## src/rtl/flc_pkg.sv

```systemverilog
package flc_pkg;

   typedef enum logic [5:0] {
      ST_LOCK   = 6'b000000,
      ST_KEY1   = 6'b000001,
      ST_KEY2   = 6'b000010,
      ST_OPEN   = 6'b000011,
      ST_PROT   = 6'b000100,
      ST_PGM    = 6'b001000,
      ST_PERASE = 6'b010000,
      ST_MERASE = 6'b100000
   } flc_state_t;

   typedef enum logic [1:0] {
      OP_NONE   = 2'b00,
      OP_PGM    = 2'b01,
      OP_PERASE = 2'b10,
      OP_MERASE = 2'b11
   } flc_op_t;

   function automatic logic is_busy(flc_state_t s);
      return (s == ST_PGM) || (s == ST_PERASE) || (s == ST_MERASE);
   endfunction

endpackage

```

## src/rtl/flc_seq.sv

```systemverilog
module flc_seq
   import flc_pkg::*;
#(
   parameter logic [7:0] KEY_A      = 8'h73,
   parameter logic [7:0] KEY_B      = 8'h8C,
   parameter logic [7:0] PROT_CMD   = 8'h5E,
   parameter logic [7:0] PERASE_CMD = 8'h95,
   parameter logic [7:0] MERASE_CMD = 8'h63
) (
   input  logic       clk,
   input  logic       rst_n,
   input  logic       cmd_wr,
   input  logic [7:0] cmd_byte,
   input  logic       page_wr,
   input  logic       pgm_req,
   input  logic       pgm_hit,
   input  logic       op_done,
   output flc_state_t state_q,
   output logic       start_q,
   output flc_op_t    op_q
);

   flc_state_t state_d;
   logic       start_d;
   flc_op_t    op_d;

   always_comb begin
      state_d = state_q;
      start_d = 1'b0;
      op_d    = op_q;
      unique case (state_q)
         ST_LOCK: if (cmd_wr) begin
            if (cmd_byte == KEY_A)         state_d = ST_KEY1;
            else if (cmd_byte == PROT_CMD) state_d = ST_PROT;
            else                           state_d = ST_LOCK;
         end
         ST_KEY1: if (cmd_wr) state_d = (cmd_byte == KEY_B) ? ST_KEY2 : ST_LOCK;
         ST_KEY2: begin
            if (cmd_wr)       state_d = ST_LOCK;
            else if (page_wr) state_d = ST_OPEN;
         end
         ST_OPEN: begin
            if (cmd_wr) begin
               if (cmd_byte == PERASE_CMD) begin
                  state_d = ST_PERASE; start_d = 1'b1; op_d = OP_PERASE;
               end else if (cmd_byte == MERASE_CMD) begin
                  state_d = ST_MERASE; start_d = 1'b1; op_d = OP_MERASE;
               end else begin
                  state_d = ST_LOCK;
               end
            end else if (pgm_req && pgm_hit) begin
               state_d = ST_PGM; start_d = 1'b1; op_d = OP_PGM;
            end
         end
         ST_PROT: if (cmd_wr) state_d = ST_LOCK;
         ST_PGM, ST_PERASE, ST_MERASE: if (op_done) state_d = ST_LOCK;
         default: state_d = ST_LOCK;
      endcase
   end

   always_ff @(posedge clk or negedge rst_n) begin
      if (!rst_n) begin
         state_q <= ST_LOCK;
         start_q <= 1'b0;
         op_q    <= OP_NONE;
      end else begin
         state_q <= state_d;
         start_q <= start_d;
         op_q    <= op_d;
      end
   end

   assert_start_from_open_R7: assert property (@(posedge clk) disable iff (!rst_n)
      start_q |-> $past(state_q) == ST_OPEN);
   assert_start_single_R7: assert property (@(posedge clk) disable iff (!rst_n)
      start_q |=> !start_q);
   assert_start_busy_R10: assert property (@(posedge clk) disable iff (!rst_n)
      start_q |-> is_busy(state_q));
   assert_done_locks_R10: assert property (@(posedge clk) disable iff (!rst_n)
      (is_busy(state_q) && op_done) |=> state_q == ST_LOCK);

endmodule

```

## src/rtl/flc_regs.sv

```systemverilog
module flc_regs #(
   parameter int          REG_W  = 8,
   parameter logic [REG_W-1:0] RST_VAL = '0
) (
   input  logic             clk,
   input  logic             rst_n,
   input  logic             wr,
   input  logic [REG_W-1:0] wdata,
   input  logic             sel_prot,
   input  logic             hold,
   output logic [REG_W-1:0] page_q,
   output logic [REG_W-1:0] prot_q
);

   always_ff @(posedge clk or negedge rst_n) begin
      if (!rst_n) begin
         page_q <= RST_VAL;
         prot_q <= RST_VAL;
      end else if (wr) begin
         if (sel_prot)   prot_q <= wdata;
         else if (!hold) page_q <= wdata;
      end
   end

   assert_page_hold_R6: assert property (@(posedge clk) disable iff (!rst_n)
      hold |=> $stable(page_q));
   assert_prot_only_selected_R5: assert property (@(posedge clk) disable iff (!rst_n)
      !$stable(prot_q) |-> $past(sel_prot));

endmodule

```

## src/rtl/flash_cmd_front.sv

```systemverilog
module flash_cmd_front
   import flc_pkg::*;
#(
   parameter int ADDR_W     = 16,
   parameter int PAGE_BYTES = 512
) (
   input  logic                  clk,
   input  logic                  rst_n,
   input  logic                  bus_addr,
   input  logic                  bus_wr,
   input  logic                  bus_rd,
   input  logic [7:0]            bus_wdata,
   output logic [7:0]            bus_rdata,
   input  logic                  pgm_req,
   input  logic [ADDR_W-1:0]     pgm_addr,
   input  logic                  fl_done,
   output logic                  fl_start,
   output logic [1:0]            fl_op,
   output logic [ADDR_W-$clog2(PAGE_BYTES)-1:0] fl_page,
   output logic                  fl_info,
   output logic                  fl_busy,
   output logic [7:0]            prot_mask
);

   localparam int OFS_W  = $clog2(PAGE_BYTES);
   localparam int PAGE_W = ADDR_W - OFS_W;
   localparam int INFO_B = 7;

   if (PAGE_W < 1 || PAGE_W > INFO_B) begin : g_bad_page_w
      $error("page number must be 1 to 7 bits wide");
   end
   if ((1 << OFS_W) != PAGE_BYTES) begin : g_bad_page_size
      $error("page size must be a power of two");
   end

   flc_state_t state;
   flc_op_t    op;
   logic [7:0] page_r, prot_r;
   logic       cmd_wr, page_wr, hit, busy;

   assign cmd_wr  = bus_wr && !bus_addr;
   assign page_wr = bus_wr &&  bus_addr;
   assign busy    = is_busy(state);

   if (PAGE_W == INFO_B) begin : g_cmp_full
      assign hit = page_r[INFO_B] || (pgm_addr[ADDR_W-1:OFS_W] == page_r[INFO_B-1:0]);
   end else begin : g_cmp_part
      assign hit = page_r[INFO_B] ||
                   (pgm_addr[ADDR_W-1:OFS_W] == page_r[PAGE_W-1:0] &&
                    page_r[INFO_B-1:PAGE_W] == '0);
   end

   flc_seq u_seq (
      .clk      (clk),
      .rst_n    (rst_n),
      .cmd_wr   (cmd_wr),
      .cmd_byte (bus_wdata),
      .page_wr  (page_wr),
      .pgm_req  (pgm_req),
      .pgm_hit  (hit),
      .op_done  (fl_done),
      .state_q  (state),
      .start_q  (fl_start),
      .op_q     (op)
   );

   flc_regs #(.REG_W(8)) u_regs (
      .clk      (clk),
      .rst_n    (rst_n),
      .wr       (page_wr),
      .wdata    (bus_wdata),
      .sel_prot (state == ST_PROT),
      .hold     (busy),
      .page_q   (page_r),
      .prot_q   (prot_r)
   );

   always_comb begin
      if (!bus_rd)        bus_rdata = 8'h00;
      else if (!bus_addr) bus_rdata = {2'b00, state};
      else if (state == ST_PROT) bus_rdata = prot_r;
      else                bus_rdata = page_r;
   end

   assign fl_op     = op;
   assign fl_page   = page_r[PAGE_W-1:0];
   assign fl_info   = page_r[INFO_B];
   assign fl_busy   = busy;
   assign prot_mask = prot_r;

   assert_idle_read_zero_R11: assert property (@(posedge clk) disable iff (!rst_n)
      !bus_rd |-> bus_rdata == 8'h00);
   assert_busy_no_restart_R10: assert property (@(posedge clk) disable iff (!rst_n)
      fl_busy |=> !fl_start);

endmodule

```

## config.mk

```make
export PLATFORM = sky130hd
export DESIGN_NAME = flash_cmd_front
export DESIGN_NICKNAME = d
export VERILOG_FILES = /design/src/rtl/flc_pkg.sv /design/src/rtl/flc_seq.sv /design/src/rtl/flc_regs.sv /design/src/rtl/flash_cmd_front.sv
export SDC_FILE = /design/constraint.sdc
export NUM_CORES = 1
export LEC_CHECK = 0
export BUFFER_PORTS_ARGS = -buffer_cell sky130_fd_sc_hd__buf_2
export CORE_MARGIN = 2
export CORE_UTILIZATION = 35
export CTS_CLUSTER_DIAMETER = 120
export DETAILED_ROUTE_END_ITERATION = 10
export SLEW_MARGIN = 20
export SYNTH_ARGS = -nofsm -noshare
export SYNTH_HDL_FRONTEND = slang
export SYNTH_SLANG_ARGS = --single-unit
```

## constraint.sdc

```tcl
create_clock -name clk -period 2.5 [get_ports clk]
set_clock_uncertainty 0.05 [all_clocks]
set_input_delay 0.25 -clock clk [delete_from_list [all_inputs] [get_ports clk]]
set_output_delay 0.25 -clock clk [all_outputs]
set_load 0.01 [all_outputs]
```

# After elaboration in Yosys (flattened, before gate mapping)
# Cells that the tools add are included.
[word_totals]
reg_bits = 25
output_inout_bits = 28
[op_classes]
n_eq_ne = 20
muxes = 26
n_bitwise = 2
reduce_logical = 14
[ops]
columns = ["op", "n"]
rows = [
  ["$mux 6", 11],
  ["$pmux 6 s6", 1],
  ["$eq 8x7->1 const B", 3],
  ["$mux 8", 3],
  ["$eq 8x8->1 const B", 2],
  ["$eq 6x2->1 const B", 2],
  ["$mux 2", 5],
  ["$ne 2x2->1 const B", 4],
  ["$eq 7x7->1", 1],
  ["$eq 6x1->1 const B", 1],
  ["$eq 6x3->1 const B", 1],
  ["$eq 6x4->1 const B", 1],
  ["$eq 6x5->1 const B", 1],
  ["$eq 6x6->1 const B", 1],
  ["$logic_not 6->1", 1],
  ["$reduce_and 3->1", 2],
  ["$reduce_and 6->1", 1],
  ["$mux 1", 5],
  ["$logic_and 1x1->1", 3],
  ["$logic_or 1x1->1", 3],
  ["$mux 3", 1],
  ["$ne 3x1->1 const B", 1],
  ["$ne 3x2->1 const B", 1],
  ["$ne 3x3->1 const B", 1],
  ["5 further kinds", 6],
]

# Logic depth before layout (Yosys ltp)
# Gate-level depths: netlist of the first run.
[logic_depth]
ltp_word = 6
mapped_depth = 7
ltp_nobuf = 5

# Hierarchy
# A second synthesis of the first run with hierarchy kept.
[hier_totals]
hier_cells = 151
area_unflattened_um2 = 1544.0
[modules_own_cells]
columns = ["module", "n_inst", "cells_per_inst", "area_per_inst_um2"]
rows = [
  ["flc_seq", 1, 63, 605.6],
  ["flc_regs", 1, 34, 603.1],
  ["flash_cmd_front", 1, 54, 335.3],
]

# Worst setup path after synthesis of the first run
# No wires, ideal clock.
[synth_timing]
kind = "reg2reg"
start = "reg u_seq.state_q[3]"
end = "reg u_regs.page_q[0]"
t_arrival_ns = 1.481
required_time_ns = 2.325
setup_slack_ns = 0.844
path_stages_with_launch = 6
path_buffers = 1
synth_period_minus_slack_ns = 1.656
path_cell_list = "dfrtp_1 -> nor3_1 -> nand3_1 -> buf_4 -> nand4_4 -> mux2_2"
[synth_via]
elab_chain_len = 5
elab_cells_between_ends = 9
cone_classes = "4 x eq/ne; 2 x bitwise; 3 x reduce/logical"
[synth_lines]
columns = ["item", "line", "source"]
rows = [
  ["from (decl)", "flc_seq.sv:18", "output flc_state_t state_q,"],
  ["from (signal assigned)", "flc_seq.sv:67", "state_q <= state_d;"],
  ["$eq 6x4->1 or $eq 6x5->1 (tied branches)", "flc_pkg.sv:22", "return (s == ST_PGM) || (s == ST_PERASE) || (s == ST_MERASE);"],
  ["$logic_or 1x1->1 (2 in a row)", "flc_pkg.sv:22", ""],
  ["$not 1->1 (no source line)", "n/a", ""],
  ["$reduce_and 3->1 (no source line) *", "n/a", ""],
  ["to (signal assigned)", "flc_regs.sv:21", "else if (!hold) page_q <= wdata;"],
  ["to (decl)", "flc_regs.sv:11", "output logic [REG_W-1:0] page_q,"],
]
# Every way passes the cells marked *; elsewhere a longest branch is shown, timed or not.
# A chain may end at the register's enable or synchronous reset.

# Final worst setup path of the first run
[layout_timing]
start = "reg u_seq.state_q[4]"
end = "out bus_rdata[2]"
[layout_via]
elab_chain_len = 4
[layout_lines]
columns = ["item", "line", "source"]
rows = [
  ["$eq 6x3->1", "flash_cmd_front.sv:81", "else if (state == ST_PROT) bus_rdata = prot_r;"],
  ["$mux 8", "flash_cmd_front.sv:81", ""],
  ["$mux 8", "flash_cmd_front.sv:80", "else if (!bus_addr) bus_rdata = {2'b00, state};"],
  ["$mux 8", "flash_cmd_front.sv:79", "if (!bus_rd) bus_rdata = 8'h00;"],
  ["to (decl)", "flash_cmd_front.sv:13", "output logic [7:0] bus_rdata,"],
]
# No other way between the ends.

==> impl_metrics.sql, run 1 <==
INSERT INTO impl_metrics (metric_group, metric, value, unit) VALUES
('run_status', 'status', 'finished, final reports clean', ''),
('global_route', 'grt_first_pass_wirelength', '6.22', 'mm'),
('die', 'floorplan.io_pins', '59', ''),
('routing', 'route.final.wire_length', '3.78', 'mm'),
('die', 'chipWidth', '70.2', 'um'),
('logic_synthesis', 'synth_area_per_cell', '10.1', 'um2'),
('pwr', 'power_density', '701', 'nW/um2'),
('worst_setup_path', 'timing.reg2reg.worst_path_depth', '6', ''),
('cts', 'clock_path_buffers', '2', ''),
('timing', 'setup_viols_final', '0', ''),
('logic_synthesis', 'yosys.cell_count.top_type', 'sky130_fd_sc_hd__dfrtp_1', ''),
('timing', 'max-slew-margin-rel', '62.2', '%'),
('global_route', 'grt_start_max_net_pins', '26', ''),
('cts', 'postCtsSetupRepairBufs', '0', ''),
('pwr', 'seq_power_share', '44.0', '%'),
('pwr', 'design_power_total', '1.32', 'mW'),
('cts', 'path_clk_slew', '0.08', 'ns'),
('routing', 'wl_met2', '1.68', 'mm'),
('global_route', 'first_global_vias', '1241', ''),
('pwr', 'static-leakage-power', '1.02', 'nW'),
('logic_synthesis', 'ffs_latches_synth', '25', ''),
('pwr', 'vdd_drop_max', '0.385', 'mV'),
('logic_synthesis', 'async_reset_ff_share', '100', '%'),
('logic_synthesis', 'synth-warning-count', '0', ''),
('worst_setup_path', 'setup.worst_path.end', 'bus_rdata[2]', ''),
('routing', 'detail_route.iter0.violations', '65', ''),
('logic_synthesis', 'synth_largest_area_cell', 'sky130_fd_sc_hd__dfrtp_1', ''),
('cts', 'cts-htree-levels', '1', ''),
('timing', 'tightest_slew', '0.567', 'ns'),
('logic_synthesis', 'synth.yosys.seq_area_share', '40.8', '%'),
('worst_setup_path', 'crit_path_start_kind', 'register', ''),
('worst_setup_path', 'r2r_end', 'u_regs.prot_q[2]', ''),
('worst_setup_path', 'timing.critical_path.fanout_max', '6', ''),
('logic_synthesis', 'netlist-cell-type-count', '39', ''),
('routing', 'detail-route-antenna-nets', '0', ''),
('timing', 'drv_slew', '0', ''),
('run', 'drv_cap', '0', ''),
('routing', 'wl_per_cell', '14.8', 'um'),
('worst_setup_path', 'worstPathCellList', 'nor3_1 > nand3_1 > buf_4 > mux2i_1 > nand2_1 > o211a_1 > buf_2', ''),
('pwr', 'power.internal', '0.847', 'mW'),
('cells_and_area', 'final_core_area_utilization', '44.0', '%'),
('routing', 'drt_pass1_iterations', '4', ''),
('logic_synthesis', 'synth_edf_count', '0', ''),
('worst_setup_path', 'rr_startpoint', 'u_seq.state_q[4]', ''),
('cells_and_area', 'layout.nets', '235', ''),
('die', 'number_of_rows_in_the_core_area', '24', ''),
('worst_setup_path', 'critical-path-top-delay-family', 'simple AND/OR/NAND/NOR gates', ''),
('cts', 'tritoncts', 'yes', ''),
('routing', 'met3WireLength', '221', 'um'),
('cts', 'clock_sinks', '25', ''),
('timing', 'hold_viol_final', '0', ''),
('worst_setup_path', 'arrival_time_at_the_worst_endpoint', '1.96', 'ns'),
('routing', 'drcViolationCount', '0', ''),
('worst_hold_path', 'min_delay_path_depth', '2', ''),
('cells_and_area', 'layout-area-overhead-vs-synth', '23.3', '%'),
('timing', 'max_freq', '443', 'MHz'),
('cells_and_area', 'antennaDiodeCount', '0', ''),
('global_route', 'grt_overflow_total', '0', ''),
('die', 'die-area', '4920', 'um2'),
('cts', 'clock_insertion_delay_at_the_later_pin_of_the_skew_report', '0.27', 'ns'),
('logic_synthesis', 'synthesis.nets', '183', ''),
('global_route', 'antenna_found_initial', '0', ''),
('worst_hold_path', 'worstHoldStart', 'bus_wdata[2]', ''),
('worst_setup_path', 'setup.worst_path.end_class', 'output pin', ''),
('routing', 'met1Wirelength', '1.83', 'mm'),
('worst_setup_path', 'crit_path_top_delay_cell', 'sky130_fd_sc_hd__dfrtp_1', ''),
('cells_and_area', 'drive_above_1_share', '36.9', '%'),
('die', 'die_h', '70.2', 'um'),
('routing', 'num_vias', '1318', ''),
('worst_hold_path', 'holdCritPathClass', 'input pin to register', ''),
('cts', 'clock-root-buffer', 'sky130_fd_sc_hd__clkbuf_8', '');
[per-stage QoR]
stage / worst slack [ns] / instances / instance area [um2] / hold WS, ns
2_1_floorplan: 0.844 / 152 / 1530 / -0.0956
3_3_place_gp: 0.533 / 250 / 1830 / 0.235
3_5_place_dp: 0.549 / 250 / 1830 / 0.233
4_1_cts: 0.235 / 255 / 1890 / 0.209
5_1_grt: 0.0987 / 255 / 1890 / 0.216
6_report: 0.243 / 255 / 1890 / 0.210
[power groups by stage]
stage	combinational [mW]	clock (mW)	sequential, mW
CTS	0.507	0.248	0.587
finish	0.501	0.241	0.582
floorplan	0.289	0	0.604
detailed placement	0.504	0	0.594
global placement	0.502	0	0.591
global route	0.556	0.269	0.602
[worst min-delay path by stage]
stage | to | slack, ns
after floorplan | u_regs.page_q[0] | -0.1
after global placement | u_seq.state_q[1] | 0.23
after detailed placement | u_seq.state_q[3] | 0.23
after CTS | u_regs.page_q[2] | 0.21
after global routing | u_regs.prot_q[0] | 0.22
final | u_regs.page_q[2] | 0.21
[registers in the layout, indices dropped and copies added (netlist names)]
signal         flops
u_regs.page_q      8
u_seq.start_q      1
u_seq.op_q         2
u_seq.state_q      6
u_regs.prot_q      8
[layout make-up]
| class | count | area, um2 | share of cell area, % |
|---|---|---|---|
| Multi-Input combinational cell | 117 | 861 | 45.6 |
| Sequential cell | 25 | 626 | 33.1 |
| Inverter | 4 | 15.0 | 0.795 |
| Timing Repair Buffer | 53 | 278 | 14.7 |
| Tap cell | 52 | 65.1 | 3.44 |
| Clock buffer | 4 | 45.0 | 2.38 |
[layout by cell type, fill, tap and decap left out, types with 2 or more instances in the layout]
master and count:
sky130_fd_sc_hd__a21o_1 4, sky130_fd_sc_hd__a21oi_1 4, sky130_fd_sc_hd__a31oi_1 3, sky130_fd_sc_hd__and3_1 2, sky130_fd_sc_hd__buf_2 49, sky130_fd_sc_hd__buf_4 3
sky130_fd_sc_hd__clkbuf_8 3, sky130_fd_sc_hd__dfrtp_1 25, sky130_fd_sc_hd__inv_1 4, sky130_fd_sc_hd__mux2_2 15, sky130_fd_sc_hd__mux2i_1 6, sky130_fd_sc_hd__nand2_1 19
sky130_fd_sc_hd__nand2b_1 2, sky130_fd_sc_hd__nand3_1 5, sky130_fd_sc_hd__nand4_1 3, sky130_fd_sc_hd__nor2_1 8, sky130_fd_sc_hd__nor2b_1 2, sky130_fd_sc_hd__nor3_1 4
sky130_fd_sc_hd__nor4bb_1 3, sky130_fd_sc_hd__o211a_1 7, sky130_fd_sc_hd__o21ai_0 6, sky130_fd_sc_hd__xnor2_1 7
[repair_timing]
| item | in CTS | in global routing |
|---|---|---|
| hold buffers | 1 | 0 |
| endpoints found under the setup margin | 0 | 0 |
| hold endpoints to repair | 25 | 0 |
| resized for setup | 0 | 0 |
[kinds of logic after synthesis]
group / count (synthesis) / synth area share (%)
compound gates: 30 / 14.1
xor+xnor: 8 / 4.57
fa+ha+maj: 1 / 0.653
buf+inv: 10 / 3.02
flops: 25 / 40.8
mux: 21 / 14.9
simple gates: 57 / 21.9
[layer usage]
layer | GRT usage [%] | vias up
met5 | 0 | -
li1 | - | 650
met4 | 6.84 | 0
met1 | 23.4 | 613
met2 | 23.2 | 50
met3 | 2.74 | 5
No activity file was read; power rests on OpenSTA's default activity.
==> inputs of run 2 (changes only) <==
- RECOVER_POWER: unset -> 25
==> run 2 against run 1 <==
Routed wire length barely moved. First-iteration DRC count did not move. Sequential share of layout area barely moved. Sequential power barely moved. Register-to-register slack barely moved. Clock-buffer cell count did not move. Final cell count did not move. Via count did not move. Combinational power barely moved. Critical path depth did not move. Total power barely moved.
==> impl_metrics.sql, run 2 (synthesized netlist as in run 1, its figures left out) <==
INSERT INTO impl_metrics (metric_group, metric, value, unit) VALUES
('placement', 'place_congestion', '0.873', ''),
('cells_and_area', 'final_cell_count_no_fill', '255', ''),
('cts', 'clock-root-buffer', 'sky130_fd_sc_hd__clkbuf_8', ''),
('cells_and_area', 'final_core_area_utilization', '44.0', '%'),
('placement', 'post-place-ws', '0.549', 'ns'),
('timing', 'period_share', '90.3', '%'),
('worst_setup_path', 'timing.critical_path.fanout_max', '6', ''),
('cts', 'clock_insertion_delay_at_the_later_pin_of_the_skew_report', '0.27', 'ns'),
('timing', 'max_freq', '443', 'MHz'),
('cells_and_area', 'multi_input_comb_area', '861', 'um2'),
('routing', 'num_vias', '1318', ''),
('routing', 'drcViolationCount', '0', ''),
('pwr', 'clkPwrFrac', '18.2', '%'),
('global_route', 'grt.total_usage', '16.0', '%'),
('cells_and_area', 'biggestRegsByFlops', 'u_regs.page_q: 8 flops, u_regs.prot_q: 8 flops, u_seq.state_q: 6 flops', ''),
('timing', 'finalWorstSetupSlack', '0.243', 'ns'),
('placement', 'post-place-cells', '250', ''),
('routing', 'wl_per_cell', '14.8', 'um'),
('timing', 'timing.hold.ws', '0.210', 'ns'),
('routing', 'post_drt_via_cell_ratio', '5.17', ''),
('cts', 'cts-resized-gates', '0', ''),
('die', 'number_of_rows_in_the_core_area', '24', ''),
('cells_and_area', 'mostFrequentLayoutCell', 'sky130_fd_sc_hd__buf_2', ''),
('cts', 'clock_path_buffers', '2', ''),
('pwr', 'p_switching', '0.476', 'mW'),
('worst_hold_path', 'worstHoldStart', 'bus_wdata[2]', ''),
('cells_and_area', 'final-seq-area', '626', 'um2'),
('routing', 'detail-route-antenna-nets', '0', ''),
('routing', 'route.final.wire_length', '3.78', 'mm'),
('pwr', 'power.internal', '0.847', 'mW'),
('worst_setup_path', 'r2r_end', 'u_regs.prot_q[2]', ''),
('die', 'floorplan.initialDensity', '35.7', '%'),
('worst_setup_path', 'crit_path_start_kind', 'register', ''),
('pwr', 'switching_share', '36.0', '%'),
('timing', 'fin_crit', '2.26', 'ns'),
('cts', 'cts.hold.buffers_added', '1', ''),
('worst_setup_path', 'required', '2.20', 'ns'),
('timing', 'drv_slew', '0', ''),
('die', 'chipWidth', '70.2', 'um'),
('cells_and_area', 'final_cell_area', '1890', 'um2'),
('pwr', 'static-leakage-power', '1.01', 'nW'),
('die', 'floorplan.io_pins', '59', ''),
('placement', 'portBuffers', '49', ''),
('pwr', 'design_power_total', '1.32', 'mW'),
('placement', 'dp_hpwl', '2.94', 'mm'),
('run_status', 'status', 'finished, final reports clean', ''),
('global_route', 'grt_overflow_total', '0', ''),
('cts', 'cts-htree-levels', '1', ''),
('cells_and_area', 'final_cell_mix', 'sky130_fd_sc_hd__buf_2 (48), sky130_fd_sc_hd__dfrtp_1 (25), sky130_fd_sc_hd__nand2_1 (19)', ''),
('timing', 'grt_setup_unrepaired', 'no', ''),
('run', 'drv_cap', '0', ''),
('worst_setup_path', 'arrival_time_at_the_worst_endpoint', '1.96', 'ns'),
('worst_setup_path', 'setup.reg_to_reg.worst_slack', '0.56', 'ns'),
('timing', 'tightest_slew', '1.37', 'ns'),
('worst_setup_path', 'timing.reg2reg.worst_path_depth', '6', ''),
('timing', 'setup_viols_final', '0', ''),
('global_route', 'grt_start_max_net_pins', '26', ''),
('pwr', 'power.combinational.fraction', '37.8', '%'),
('die', 'core_box_area', '4290', 'um2'),
('worst_setup_path', 'rr_startpoint', 'u_seq.state_q[4]', ''),
('cells_and_area', 'drive_above_1_share', '36.5', '%'),
('timing', 'timing.setup.tns', '0', 'ns'),
('routing', 'drt_pass1_iterations', '4', ''),
('placement', 'detailed_place.area', '1830', 'um2'),
('routing', 'detail_route.iter0.violations', '65', ''),
('worst_hold_path', 'min_delay_path_depth', '2', ''),
('cts', 'cts_buffers', '3', ''),
('pwr', 'power_density', '701', 'nW/um2'),
('cells_and_area', 'fillers', '445', ''),
('worst_hold_path', 'holdCritPathClass', 'input pin to register', ''),
('global_route', 'antenna_found_initial', '0', ''),
('timing', 'max-slew-margin-rel', '8.95', '%'),
('global_route', 'grt_first_pass_wirelength', '6.22', 'mm'),
('worst_hold_path', 'min_to', 'u_regs.page_q[2]', ''),
('worst_setup_path', 'crit_path_start', 'u_seq.state_q[4]', ''),
('cts', 'path_clk_slew', '0.08', 'ns'),
('die', 'die-area', '4920', 'um2'),
('die', 'die_h', '70.2', 'um'),
('cts', 'tritoncts', 'yes', ''),
('worst_setup_path', 'setup.worst_path.class', 'register to output pin', ''),
('pwr', 'vdd_drop_max', '0.385', 'mV'),
('global_route', 'first_global_vias', '1241', ''),
('timing', 'hold_viol_final', '0', ''),
('cts', 'clock_sinks', '25', ''),
('cells_and_area', 'layout-area-overhead-vs-synth', '23.2', '%'),
('pwr', 'seq_power_share', '44.0', '%'),
('cells_and_area', 'layout.nets', '235', ''),
('cells_and_area', 'antennaDiodeCount', '0', ''),
('worst_setup_path', 'setup.worst_path.end_class', 'output pin', ''),
('cts', 'postCtsSetupRepairBufs', '0', '');
==> run 2: worst max path at each step <==
stage / end / slack, ns / cells past startpoint
global route: bus_rdata[5] / 0.1 / 7
finish: bus_rdata[2] / 0.24 / 7
detailed placement: bus_rdata[2] / 0.55 / 7
global placement: bus_rdata[2] / 0.53 / 7
floorplan: u_regs.page_q[0] / 0.84 / 5
CTS: bus_rdata[2] / 0.23 / 7
==> run 2: worst max-delay path, stage by stage, from the launching register on <==
cell and delay [ns]:
sky130_fd_sc_hd__dfrtp_1 0.48, sky130_fd_sc_hd__nor3_1 0.35, sky130_fd_sc_hd__nand3_1 0.16, sky130_fd_sc_hd__buf_4 0.20, sky130_fd_sc_hd__mux2i_1 0.14, sky130_fd_sc_hd__nand2_1 0.08, sky130_fd_sc_hd__o211a_1 0.14, sky130_fd_sc_hd__buf_2 0.14
==> run 2: power groups by stage <==
stage                     clock network (mW)  registers [mW]  logic [mW]
after floorplan                            0           0.604       0.289
after global placement                     0           0.591       0.502
after detailed placement                   0           0.594       0.504
after CTS                              0.248           0.587       0.507
after global routing                   0.269           0.602       0.556
final                                  0.241           0.582       0.501
==> run 2: final cells by class <==
type / instances / share of cell area (%)
Sequential cell: 25 / 33.1
Multi-Input combinational cell: 117 / 45.6
Tap cell: 52 / 3.45
Inverter: 4 / 0.795
Timing Repair Buffer: 53 / 14.6
Clock buffer: 4 / 2.39
==> run 2: metal layers <==
metal / up-vias / wire [um] / global-route usage [%]
li1: 650 / - / -
met1: 613 / 1830 / 23.4
met2: 50 / 1680 / 23.2
met3: 5 / 221 / 2.74
met4: 0 / 44 / 6.84
met5: - / 0 / 0
==> inputs of run 3 (changes only) <==
- CTS_BUF_LIST: unset -> sky130_fd_sc_hd__clkbuf_8
- CTS_CLUSTER_SIZE: unset -> 40
==> run 3 against run 2 <==
Global-route usage is the same. Clock-buffer cell count is 1 lower. Clock power fell by 2%. Setup slack worse by 0.0042 ns. First-iteration DRC count stayed put. Highest routed layer unchanged. Non-clock buffer count unchanged. Critical path depth unchanged. Largest power group unchanged. Sequential power hardly changed. Fmax is 0.19% lower. Sequential share of layout area unchanged. Utilization did not move.
==> impl_metrics.sql, run 3 (synthesized netlist as in run 1, its figures left out) <==
INSERT INTO impl_metrics (metric_group, metric, value, unit) VALUES
('cells_and_area', 'antennaDiodeCount', '0', ''),
('global_route', 'grt_first_pass_wirelength', '6.22', 'mm'),
('cts', 'cts-htree-levels', '1', ''),
('worst_setup_path', 'required', '2.20', 'ns'),
('routing', 'detail-route-antenna-nets', '0', ''),
('pwr', 'power_density', '699', 'nW/um2'),
('die', 'die_h', '70.2', 'um'),
('cells_and_area', 'drive_above_1_share', '36.5', '%'),
('pwr', 'static-leakage-power', '1.02', 'nW'),
('timing', 'timing.setup.tns', '0', 'ns'),
('die', 'chipWidth', '70.2', 'um'),
('die', 'number_of_rows_in_the_core_area', '24', ''),
('placement', 'dp_hpwl', '2.94', 'mm'),
('run', 'drv_cap', '0', ''),
('cells_and_area', 'layout.nets', '235', ''),
('global_route', 'grt_overflow_total', '0', ''),
('worst_setup_path', 'critical-path-top-delay-family', 'simple AND/OR/NAND/NOR gates', ''),
('cts', 'postCtsSetupRepairBufs', '0', ''),
('routing', 'route.final.wire_length', '3.77', 'mm'),
('timing', 'hold_viol_final', '0', ''),
('cells_and_area', 'mostFrequentLayoutCell', 'sky130_fd_sc_hd__buf_2', ''),
('placement', 'portBuffers', '49', ''),
('timing', 'setup_viols_final', '0', ''),
('global_route', 'antenna_found_initial', '0', ''),
('worst_setup_path', 'timing.critical_path.fanout_max', '6', ''),
('worst_hold_path', 'holdCritPathClass', 'input pin to register', ''),
('cts', 'tritoncts', 'yes', ''),
('worst_setup_path', 'cp_slowest_stage_delay', '0.47', 'ns'),
('die', 'floorplan.initialDensity', '35.7', '%'),
('worst_setup_path', 'setup.reg_to_reg.worst_slack', '0.56', 'ns'),
('worst_setup_path', 'arrival_time_at_the_worst_endpoint', '1.96', 'ns'),
('worst_setup_path', 'worstPathBufferInverterCount', '2', ''),
('pwr', 'vdd_drop_max', '0.385', 'mV'),
('cells_and_area', 'final_cell_mix', 'sky130_fd_sc_hd__buf_2 (48), sky130_fd_sc_hd__dfrtp_1 (25), sky130_fd_sc_hd__nand2_1 (19)', ''),
('routing', 'num_vias', '1329', ''),
('routing', 'drt_pass1_iterations', '4', ''),
('global_route', 'grt.total_usage', '16.0', '%'),
('cts', 'clock_insertion_delay_at_the_later_pin_of_the_skew_report', '0.27', 'ns'),
('timing', 'period_share', '90.4', '%'),
('cells_and_area', 'biggestRegsByFlops', 'u_regs.page_q: 8 flops, u_regs.prot_q: 8 flops, u_seq.state_q: 6 flops', ''),
('timing', 'fin_crit', '2.26', 'ns'),
('routing', 'post_drt_via_cell_ratio', '5.21', ''),
('timing', 'finalWorstSetupSlack', '0.239', 'ns'),
('cts', 'clock_sinks', '25', ''),
('die', 'core_box_area', '4290', 'um2'),
('routing', 'drcViolationCount', '0', ''),
('die', 'floorplan.io_pins', '59', ''),
('die', 'die-area', '4920', 'um2'),
('placement', 'post-place-ws', '0.549', 'ns'),
('routing', 'wl_per_cell', '14.8', 'um'),
('worst_setup_path', 'worstPathCellList', 'nor3_1 > nand3_1 > buf_4 > mux2i_1 > nand2_1 > o211a_1 > buf_2', ''),
('placement', 'post-place-cells', '250', ''),
('cts', 'clock-root-buffer', 'sky130_fd_sc_hd__clkbuf_8', ''),
('timing', 'max-slew-margin-rel', '8.54', '%'),
('timing', 'drv_slew', '0', ''),
('placement', 'place_congestion', '0.873', ''),
('cells_and_area', 'final_cell_count_no_fill', '255', ''),
('worst_setup_path', 'crit_path_top_delay_cell', 'sky130_fd_sc_hd__dfrtp_1', ''),
('cells_and_area', 'final_core_area_utilization', '44.0', '%'),
('cts', 'clock_path_buffers', '2', ''),
('cts', 'cts_buffers', '3', ''),
('global_route', 'grt_start_max_net_pins', '26', ''),
('run_status', 'status', 'finished, final reports clean', ''),
('timing', 'grt_setup_unrepaired', 'no', ''),
('cts', 'cts-resized-gates', '0', ''),
('timing', 'max_freq', '442', 'MHz'),
('routing', 'detail_route.iter0.violations', '65', ''),
('cells_and_area', 'layout-area-overhead-vs-synth', '23.2', '%'),
('worst_setup_path', 'setup.worst_path.end_class', 'output pin', ''),
('timing', 'tightest_slew', '1.37', 'ns'),
('global_route', 'first_global_vias', '1241', ''),
('worst_setup_path', 'crit_path_start_kind', 'register', ''),
('cts', 'path_clk_slew', '0.08', 'ns'),
('worst_setup_path', 'setup.worst_path.class', 'register to output pin', '');
run 3: cell types whose count changed in the layout (fill, tap and decap cells not counted):
cell,before,now
sky130_fd_sc_hd__clkbuf_1,2,1
sky130_fd_sc_hd__inv_1,4,5
run 3: layout make-up:
class,count,area [um2]
fillers,445,2410
multi-input cells,117,861
flip-flops and latches,25,626
repair buffers,53,277
well taps,52,65.1
clock buffers,3,41.3
inverters,4,15.0
clock inverters,1,3.75
run 3: layer usage:
metal / routed length (um) / track usage, % / vias up
met4: 59 / 6.84 / 0
met1: 1800 / 23.4 / 614
li1: - / - / 651
met5: 0 / 0 / -
met3: 236 / 2.74 / 7
met2: 1670 / 23.2 / 57
run 3: path summary, 6_finish.rpt:
kind	from	endpoint	depth (start not counted)
min in group asynchronous	rst_n	u_seq.state_q[3]	2
hold / removal	bus_wdata[2]	u_regs.page_q[2]	2
hold reg to reg	u_regs.prot_q[4]	u_regs.prot_q[4]	1
setup / recovery	u_seq.state_q[3]	bus_rdata[2]	7
max in group asynchronous	rst_n	u_regs.page_q[4]	2
setup reg to reg	u_seq.state_q[3]	u_regs.prot_q[2]	6
run 3: stage by stage:
step | hold WS (ns) | area, um2 | power [mW]
2_1_floorplan | -0.0956 | 1530 | 0.893
3_3_place_gp | 0.235 | 1830 | 1.09
3_5_place_dp | 0.233 | 1830 | 1.10
4_1_cts | 0.209 | 1890 | 1.34
5_1_grt | 0.215 | 1890 | 1.42
6_report | 0.210 | 1890 | 1.32
run 3: where the power goes:
part | switching [mW] | internal [mW]
Clock | 0.127 | 0.110
Combinational | 0.253 | 0.248
Sequential | 0.0971 | 0.485
run 3: repair_timing:
| item | in CTS | in global routing |
|---|---|---|
| hold buffers | 1 | 0 |
| endpoints found under the setup margin | 0 | 0 |
| hold endpoints to repair | 25 | 0 |
